<file path="config.mk">
export PLATFORM = sky130hd
export DESIGN_NAME = rail_seq_top
export DESIGN_NICKNAME = d
export VERILOG_FILES = /design/src/rtl/pwrseq_pkg.sv /design/src/rtl/pg_sync.sv /design/src/rtl/main_seq.sv /design/src/rtl/dom_seq.sv /design/src/rtl/rail_seq_top.sv
export SDC_FILE = /design/constraint.sdc
export NUM_CORES = 1
export LEC_CHECK = 0
export ABC_AREA = 0
export ABC_CLOCK_PERIOD_IN_PS = 2630
export BUFFER_PORTS_ARGS = -buffer_cell sky130_fd_sc_hd__buf_2
export CORE_UTILIZATION = 55
export DETAILED_ROUTE_END_ITERATION = 10
export PLACE_DENSITY = 0.78
export SYNTH_ARGS = -nofsm -noshare
export SYNTH_HDL_FRONTEND = slang
export SYNTH_SLANG_ARGS = --single-unit
</file>
<file path="constraint.sdc">
create_clock -name clk -period 2.63 [get_ports clk]
set_input_delay 0.526 -clock clk [delete_from_list [all_inputs] [get_ports clk]]
set_output_delay 0.526 -clock clk [all_outputs]
set_load 0.01 [all_outputs]
</file>
<file path="src/rtl/pwrseq_pkg.sv">
package pwrseq_pkg;
    typedef enum logic [2:0] {
        PS_IDLE  = 3'd0,
        PS_RAMP1 = 3'd1,
        PS_RAMP2 = 3'd2,
        PS_READY = 3'd3,
        PS_FAULT = 3'd4,
        PS_TMO   = 3'd5
    } pstate_t;
endpackage

</file>
<file path="src/rtl/pg_sync.sv">
module pg_sync #(
    parameter int W = 4
) (
    input  logic         clk,
    input  logic         rst_n,
    input  logic [W-1:0] d,
    output logic [W-1:0] q
);
    logic [W-1:0] meta;

    always_ff @(posedge clk or negedge rst_n) begin
        if (!rst_n) begin
            meta <= '0;
            q    <= '0;
        end else begin
            meta <= d;
            q    <= meta;
        end
    end
endmodule

</file>
<file path="src/rtl/main_seq.sv">
module main_seq
    import pwrseq_pkg::*;
#(
    parameter int TO_CYC = 1000
) (
    input  logic       clk,
    input  logic       rst_n,
    input  logic       restart,
    input  logic [2:0] pg,
    output logic [3:0] en,
    output logic [2:0] st,
    output logic       ready,
    output logic       upfail,
    output logic       railerr
);
    localparam int CW = $clog2(TO_CYC + 1);

    pstate_t       cur, nxt;
    logic [CW-1:0] cnt;
    logic          waiting, tmo;

    assign waiting = (cur == PS_IDLE) || (cur == PS_RAMP1) || (cur == PS_RAMP2);
    assign tmo     = waiting && (cnt == CW'(TO_CYC - 1));

    always_comb begin
        nxt = cur;
        unique case (cur)
            PS_IDLE:  if (pg[0]) nxt = PS_RAMP1; else if (tmo) nxt = PS_TMO;
            PS_RAMP1: if (pg[1]) nxt = PS_RAMP2; else if (tmo) nxt = PS_TMO;
            PS_RAMP2: if (pg[2]) nxt = PS_READY; else if (tmo) nxt = PS_TMO;
            PS_READY: if (!(&pg)) nxt = PS_FAULT;
            PS_FAULT: nxt = PS_FAULT;
            PS_TMO:   nxt = PS_TMO;
            default:  nxt = PS_IDLE;
        endcase
        if (restart) nxt = PS_IDLE;
    end

    always_ff @(posedge clk or negedge rst_n) begin
        if (!rst_n) begin
            cur <= PS_IDLE;
            cnt <= '0;
        end else begin
            cur <= nxt;
            if (restart || !waiting || (nxt != cur)) cnt <= '0;
            else                                     cnt <= cnt + 1'b1;
        end
    end

    always_comb begin
        unique case (cur)
            PS_IDLE:  en = 4'b0001;
            PS_RAMP1: en = 4'b0111;
            PS_RAMP2: en = 4'b1111;
            PS_READY: en = 4'b1111;
            default:  en = 4'b0000;
        endcase
        st      = cur;
        ready   = (cur == PS_READY);
        upfail  = (cur == PS_TMO);
        railerr = (cur == PS_FAULT);
    end


    ready_en_chk: assert property (@(posedge clk) disable iff (!rst_n)
        ready |-> (en == 4'b1111));

    restart_chk: assert property (@(posedge clk) disable iff (!rst_n)
        restart |=> (st == 3'd0));

    fault_hold_chk: assert property (@(posedge clk) disable iff (!rst_n)
        (railerr && !restart) |=> railerr);

    main_cnt_bound_chk: assert property (@(posedge clk) disable iff (!rst_n)
        cnt < CW'(TO_CYC));
endmodule

</file>
<file path="src/rtl/dom_seq.sv">
module dom_seq
    import pwrseq_pkg::*;
#(
    parameter int NPG    = 3,
    parameter int NEN    = 3,
    parameter int TO_CYC = 1000,
    localparam int PGW   = (NPG == 0) ? 1 : NPG
) (
    input  logic           clk,
    input  logic           rst_n,
    input  logic           go,
    input  logic           restart,
    input  logic [PGW-1:0] pg,
    output logic [NEN-1:0] en,
    output logic [2:0]     st,
    output logic           upfail,
    output logic           railerr
);
    localparam int CW = $clog2(TO_CYC + 1);

    pstate_t       cur, nxt;
    logic [CW-1:0] cnt;
    logic          pg_all, waiting, tmo;

    generate
        if (NPG == 0) begin : g_nopg
            logic pg_unused_ok;
            assign pg_unused_ok = ^pg;
            assign pg_all       = 1'b1;
        end else begin : g_pg
            assign pg_all = &pg;
        end
    endgenerate

    assign waiting = (cur == PS_RAMP1);
    assign tmo     = waiting && (cnt == CW'(TO_CYC - 1));

    always_comb begin
        nxt = cur;
        unique case (cur)
            PS_IDLE:  if (go) nxt = PS_RAMP1;
            PS_RAMP1: if (!go) nxt = PS_IDLE;
                      else if (pg_all) nxt = PS_READY;
                      else if (tmo) nxt = PS_TMO;
            PS_READY: if (!go) nxt = PS_IDLE;
                      else if (!pg_all) nxt = PS_FAULT;
            PS_FAULT: nxt = PS_FAULT;
            PS_TMO:   nxt = PS_TMO;
            default:  nxt = PS_IDLE;
        endcase
        if (restart) nxt = PS_IDLE;
    end

    always_ff @(posedge clk or negedge rst_n) begin
        if (!rst_n) begin
            cur <= PS_IDLE;
            cnt <= '0;
        end else begin
            cur <= nxt;
            if (restart || !waiting || (nxt != cur)) cnt <= '0;
            else                                     cnt <= cnt + 1'b1;
        end
    end

    always_comb begin
        unique case (cur)
            PS_RAMP1, PS_READY: en = '1;
            default:            en = '0;
        endcase
        st      = cur;
        upfail  = (cur == PS_TMO);
        railerr = (cur == PS_FAULT);
    end


    gate_chk: assert property (@(posedge clk) disable iff (!rst_n)
        !go |=> (en == '0));

    rdy_entry_chk: assert property (@(posedge clk) disable iff (!rst_n)
        (waiting && !pg_all) |=> (st != 3'd3));

    dom_cnt_bound_chk: assert property (@(posedge clk) disable iff (!rst_n)
        cnt < CW'(TO_CYC));

    dom_fault_hold_chk: assert property (@(posedge clk) disable iff (!rst_n)
        (railerr && !restart) |=> railerr);
endmodule

</file>
<file path="src/rtl/rail_seq_top.sv">
module rail_seq_top #(
    parameter int TO_CYC  = 1000,
    parameter int NFMC_PG = 3,
    parameter int NFMC_EN = 6
) (
    input  logic               clk,
    input  logic               rst_n,
    input  logic               restart_btn,
    input  logic [2:0]         pg_main,
    input  logic [2:0]         pg_xcvr,
    input  logic [NFMC_PG-1:0] pg_fmc,
    output logic [3:0]         en_main,
    output logic [2:0]         en_xcvr,
    output logic [2:0]         en_periph,
    output logic [NFMC_EN-1:0] en_fmc,
    output logic [2:0]         st_main,
    output logic [2:0]         st_xcvr,
    output logic [2:0]         st_periph,
    output logic [2:0]         st_fmc,
    output logic               main_ready,
    output logic [3:0]         up_fail,
    output logic [3:0]         rail_err
);
    localparam int SW = 1 + 3 + 3 + NFMC_PG;

    logic [SW-1:0]      sync_q;
    logic               restart_s;
    logic [2:0]         main_s, xcvr_s;
    logic [NFMC_PG-1:0] fmc_s;

    pg_sync #(.W(SW)) u_sync (
        .clk  (clk),
        .rst_n(rst_n),
        .d    ({restart_btn, pg_fmc, pg_xcvr, pg_main}),
        .q    (sync_q)
    );
    assign {restart_s, fmc_s, xcvr_s, main_s} = sync_q;

    main_seq #(.TO_CYC(TO_CYC)) u_main (
        .clk(clk), .rst_n(rst_n), .restart(restart_s), .pg(main_s),
        .en(en_main), .st(st_main), .ready(main_ready),
        .upfail(up_fail[0]), .railerr(rail_err[0])
    );

    dom_seq #(.NPG(3), .NEN(3), .TO_CYC(TO_CYC)) u_xcvr (
        .clk(clk), .rst_n(rst_n), .go(main_ready), .restart(restart_s),
        .pg(xcvr_s), .en(en_xcvr), .st(st_xcvr),
        .upfail(up_fail[1]), .railerr(rail_err[1])
    );

    dom_seq #(.NPG(0), .NEN(3), .TO_CYC(TO_CYC)) u_periph (
        .clk(clk), .rst_n(rst_n), .go(main_ready), .restart(restart_s),
        .pg(1'b0), .en(en_periph), .st(st_periph),
        .upfail(up_fail[2]), .railerr(rail_err[2])
    );

    dom_seq #(.NPG(NFMC_PG), .NEN(NFMC_EN), .TO_CYC(TO_CYC)) u_fmc (
        .clk(clk), .rst_n(rst_n), .go(main_ready), .restart(restart_s),
        .pg(fmc_s), .en(en_fmc), .st(st_fmc),
        .upfail(up_fail[3]), .railerr(rail_err[3])
    );
endmodule

</file>
==> metrics.txt <==
# TYPE chip_impl_metric gauge
chip_impl_info{name="run_status",value="finished, final reports clean"} 1
chip_impl_metric{name="n_fill_cell",unit=""} 420
chip_impl_metric{name="cp.required",unit="ps"} 2900
chip_impl_metric{name="design.core.area",unit="um^2"} 4880
chip_impl_metric{name="antennaDiodeCount",unit=""} 0
chip_impl_metric{name="globalRouteTotalUtil",unit=""} 0.222
chip_impl_metric{name="grt_pass1_vias",unit=""} 1949
chip_impl_metric{name="maxClockFrequency",unit="MHz"} 479
chip_impl_metric{name="final_hold_viol_count",unit=""} 0
chip_impl_metric{name="final-setup-viol-count",unit=""} 0
chip_impl_metric{name="post_synth_num_cell_types",unit=""} 46
chip_impl_metric{name="pwr-share-comb",unit=""} 0.066
chip_impl_metric{name="drcViolationCount",unit=""} 0
chip_impl_info{name="worst-setup-path-type",value="flip-flop to flip-flop"} 1
chip_impl_info{name="cp_slowest_cell",value="sky130_fd_sc_hd__or4b_4"} 1
chip_impl_metric{name="ys_ff_latch",unit=""} 62
chip_impl_metric{name="grt.overflow.total",unit=""} 0
chip_impl_metric{name="vias",unit=""} 2032
chip_impl_info{name="crit_path_cell_trace",value="inv_1 -> a211oi_1 -> o21bai_1 -> or4b_4 -> a21oi_2"} 1
chip_impl_metric{name="post_cts.resized_instances",unit=""} 0
chip_impl_info{name="synth.largest_area_cell",value="sky130_fd_sc_hd__dfrtp_1"} 1
chip_impl_metric{name="synthesis.instances",unit=""} 266
chip_impl_metric{name="critPathMaxFanout",unit=""} 13
chip_impl_metric{name="final-seq-area",unit="um^2"} 1550
chip_impl_metric{name="worst_skew_pair.late_latency",unit="ps"} 340
chip_impl_metric{name="internal-power",unit="W"} 0.00137
chip_impl_metric{name="synth_sequential_area_ratio",unit=""} 0.540
chip_impl_metric{name="grt_antenna_before_repair",unit=""} 0
chip_impl_metric{name="clock_sink_count",unit=""} 62
chip_impl_metric{name="drt_iter0_drc",unit=""} 94
chip_impl_metric{name="cts_setup_buffers",unit=""} 0
chip_impl_metric{name="initial_core_utilization",unit=""} 0.589
chip_impl_metric{name="cts.reportedPaths.clkPinSlew",unit="ps"} 70
chip_impl_metric{name="yosysWarnings",unit=""} 0
chip_impl_metric{name="drv_slew",unit=""} 0
chip_impl_metric{name="first_pass_iters",unit=""} 4
chip_impl_metric{name="synth_top_cell_area_share",unit=""} 0.540
chip_impl_metric{name="total_power_density_per_cell_area",unit="nW/um^2"} 568
chip_impl_metric{name="area.growth.synth_to_final",unit="%"} 12.9
chip_impl_metric{name="leakage_power_of_the_design",unit="nW"} 1.49
chip_impl_info{name="rsz_0062_raised_after_global_routing",value="no"} 1
chip_impl_metric{name="std_cell_rows",unit=""} 25
chip_impl_metric{name="detailed_place_hpwl",unit="um"} 3720
chip_impl_metric{name="io_buffer_count",unit=""} 48
chip_impl_metric{name="dieWidth",unit="um"} 74.3
chip_impl_metric{name="die-area",unit="um^2"} 5520
chip_impl_metric{name="final_layout_size_suffix_gt1_frac",unit=""} 0.273
chip_impl_info{name="post_synth_main_area_contributors",value="sky130_fd_sc_hd__dfrtp_1, sky130_fd_sc_hd__buf_4, sky130_fd_sc_hd__nor2_1"} 1
chip_impl_metric{name="cts_inserted_buffers",unit=""} 9
chip_impl_metric{name="rr_worst_depth",unit=""} 5
chip_impl_metric{name="netSwitchingPower",unit="W"} 0.000477
chip_impl_metric{name="nNetsFinal",unit=""} 321
chip_impl_metric{name="cts_hold_repair.buffers",unit=""} 0
chip_impl_metric{name="largest_net_degree_at_the_start_of_global_routing",unit=""} 27
chip_impl_info{name="regToRegStartpoint",value="u_main.st[0]"} 1
chip_impl_metric{name="syn-mean-instance-area",unit="um^2"} 10.8
chip_impl_info{name="reg2reg_to",value="u_main.cnt[2]"} 1
chip_impl_metric{name="timing.max_cap.violations",unit=""} 0
chip_impl_info{name="main_synth_ff_type",value="sky130_fd_sc_hd__dfrtp_1"} 1
chip_impl_metric{name="slew_headroom",unit=""} 0.581
chip_impl_metric{name="aggregate_negative_setup_slack",unit="ps"} 0
chip_impl_metric{name="post_drt_wl_per_cell",unit="um"} 14.1
chip_impl_metric{name="number_of_routed_nets_with_antenna_violations",unit=""} 0
chip_impl_metric{name="grt_pass1_wl",unit="um"} 8810
chip_impl_metric{name="synthesis.nets",unit=""} 281
chip_impl_metric{name="reg2reg_setup_slack",unit="ps"} 540
chip_impl_metric{name="critPathArrivalTime",unit="ps"} 2360
chip_impl_metric{name="clock_power_share",unit=""} 0.390
chip_impl_metric{name="multi_input_area",unit="um^2"} 1120
chip_impl_metric{name="p_sw_frac",unit=""} 0.259
chip_impl_metric{name="layoutNonFillerInstCount",unit=""} 378
chip_impl_info{name="timing.critical_path.to_type",value="flip-flop"} 1
chip_impl_metric{name="routabilityCongestion",unit=""} 0.850
chip_impl_info{name="worstSetupStartpointType",value="flip-flop"} 1
chip_impl_info{name="tritoncts_clock_tree",value="yes"} 1
chip_impl_metric{name="power.sequential.fraction",unit=""} 0.544
chip_impl_metric{name="design.portCount",unit=""} 49
chip_impl_metric{name="placed_cells_incl_taps",unit=""} 362
chip_impl_metric{name="cpPeakStageDelay",unit="ps"} 630
chip_impl_metric{name="number_of_enable_flip_flop_cells_after_synthesis",unit=""} 0
chip_impl_metric{name="avgViaCountPerCell",unit=""} 5.38
chip_impl_metric{name="netlist_area",unit="um^2"} 2870
chip_impl_metric{name="cts_htree_levels",unit=""} 3
chip_impl_metric{name="critical_path.n_buffers_inverters",unit=""} 1
chip_impl_info{name="clk_root_buffer_cell",value="sky130_fd_sc_hd__clkbuf_8"} 1
chip_impl_metric{name="worstMarginPinSlew",unit="ps"} 627
chip_impl_metric{name="fin_crit_sh",unit=""} 0.794
chip_impl_metric{name="ir_worst_vdd",unit="mV"} 0.426
chip_impl_metric{name="wirelength",unit="um"} 5330
chip_impl_metric{name="die_y",unit="um"} 74.3
chip_impl_info{name="timing.hold.worst.class",value="input port to asynchronous set/reset pin"} 1
chip_impl_metric{name="fin_crit",unit="ps"} 2090
chip_impl_metric{name="cts-root-to-sink-buffers",unit=""} 2
chip_impl_info{name="layout.cells.most_common_list",value="sky130_fd_sc_hd__dfrtp_1, sky130_fd_sc_hd__buf_2, sky130_fd_sc_hd__nor2_1"} 1
chip_impl_metric{name="finClkSkew",unit="ps"} 7.75
chip_impl_info{name="final_common_cell",value="sky130_fd_sc_hd__dfrtp_1"} 1
chip_impl_info{name="critical_path.top_delay_family",value="compound AO/OA/AOI/OAI gates"} 1
chip_impl_metric{name="async_reset_ff_frac",unit=""} 1.00
==> power groups by stage <==
stage | logic, W | clock network (W) | registers, W
3_3_place_gp | 0.000119 | 0 | 0.00102
5_1_grt | 0.000137 | 0.000777 | 0.00101
6_report | 0.000121 | 0.000719 | 0.00100
2_1_floorplan | 0.0000826 | 0 | 0.00101
4_1_cts | 0.000123 | 0.000742 | 0.00100
3_5_place_dp | 0.000122 | 0 | 0.00102
==> stage by stage <==
stage	instance area, um^2	power [W]	setup WS, ps	utilization	hold slack [ps]
floorplan	2870	0.00109	775	-	230
global placement	3070	0.00114	643	0.629	333
detailed placement	3070	0.00114	563	0.629	336
CTS	3240	0.00187	555	0.665	150
global route	3240	0.00192	359	0.665	168
finish	3240	0.00184	541	0.665	153
==> flip-flops by register name, summed over array words and instances, names as in the netlist <==
register,count
u_fmc.cnt,10
u_fmc.st,3
u_main.cnt,10
u_main.st,3
u_periph.st,3
u_sync.meta,10
u_sync.q,10
u_xcvr.cnt,10
u_xcvr.st,3
==> cell type report <==
type                       instances  area share
timing repair buffer              52      0.0872
tap                               67      0.0258
clock buffer                       9      0.0382
sequential                        62       0.478
clock inverter                     7      0.0154
multi-input combinational        173       0.346
inverter                           8     0.00926
==> cells in the mapped netlist, types with 6 or more instances <==
master,number
sky130_fd_sc_hd__nor2_1,36
sky130_fd_sc_hd__nor3_1,17
sky130_fd_sc_hd__xnor2_1,14
sky130_fd_sc_hd__nand2_1,12
sky130_fd_sc_hd__nand3_1,12
sky130_fd_sc_hd__dfrtp_1,62
sky130_fd_sc_hd__xor2_1,10
sky130_fd_sc_hd__and3_1,8
sky130_fd_sc_hd__inv_1,8
sky130_fd_sc_hd__a21oi_2,8
sky130_fd_sc_hd__buf_4,18
sky130_fd_sc_hd__a21oi_1,6
==> worst reg2reg max path: stages, from the launching register on <==
cell and delay, ps:
sky130_fd_sc_hd__dfrtp_1 550, sky130_fd_sc_hd__inv_1 200, sky130_fd_sc_hd__a211oi_1 270, sky130_fd_sc_hd__o21bai_1 190, sky130_fd_sc_hd__or4b_4 630, sky130_fd_sc_hd__a21oi_2 180
==> how the worst max path moves through the flow <==
stage	startpoint	cells past startpoint	slack (ps)	endpoint
floorplan	u_main.cnt[0]	7	770	u_main.cnt[1]
global placement	u_main.st[0]	5	640	u_main.cnt[6]
detailed placement	u_main.st[0]	5	560	u_main.cnt[2]
CTS	u_main.st[0]	5	560	u_main.cnt[2]
global route	u_main.st[0]	5	360	u_main.cnt[2]
finish	u_main.st[0]	5	540	u_main.cnt[2]
==> metal layers <==
metal  global-route usage  vias up  wire [um]
met5                    0        -          0
met4               0.0839        0         38
met3               0.0935        4        278
met2                0.377       52       2730
met1                0.250     1001       2280
li1                     -      975          -
==> cell families after synthesis <==
family | Yosys count | share of synthesized area
AO/OA/AOI/OAI | 31 | 0.0871
XOR/XNOR | 24 | 0.0732
adder cells (fa/ha/maj) | 3 | 0.0131
buffers and inverters | 31 | 0.0697
flip-flops | 62 | 0.540
multiplexers | 3 | 0.0109
AND/OR/NAND/NOR | 112 | 0.206
(Power assumes the default switching activity.)
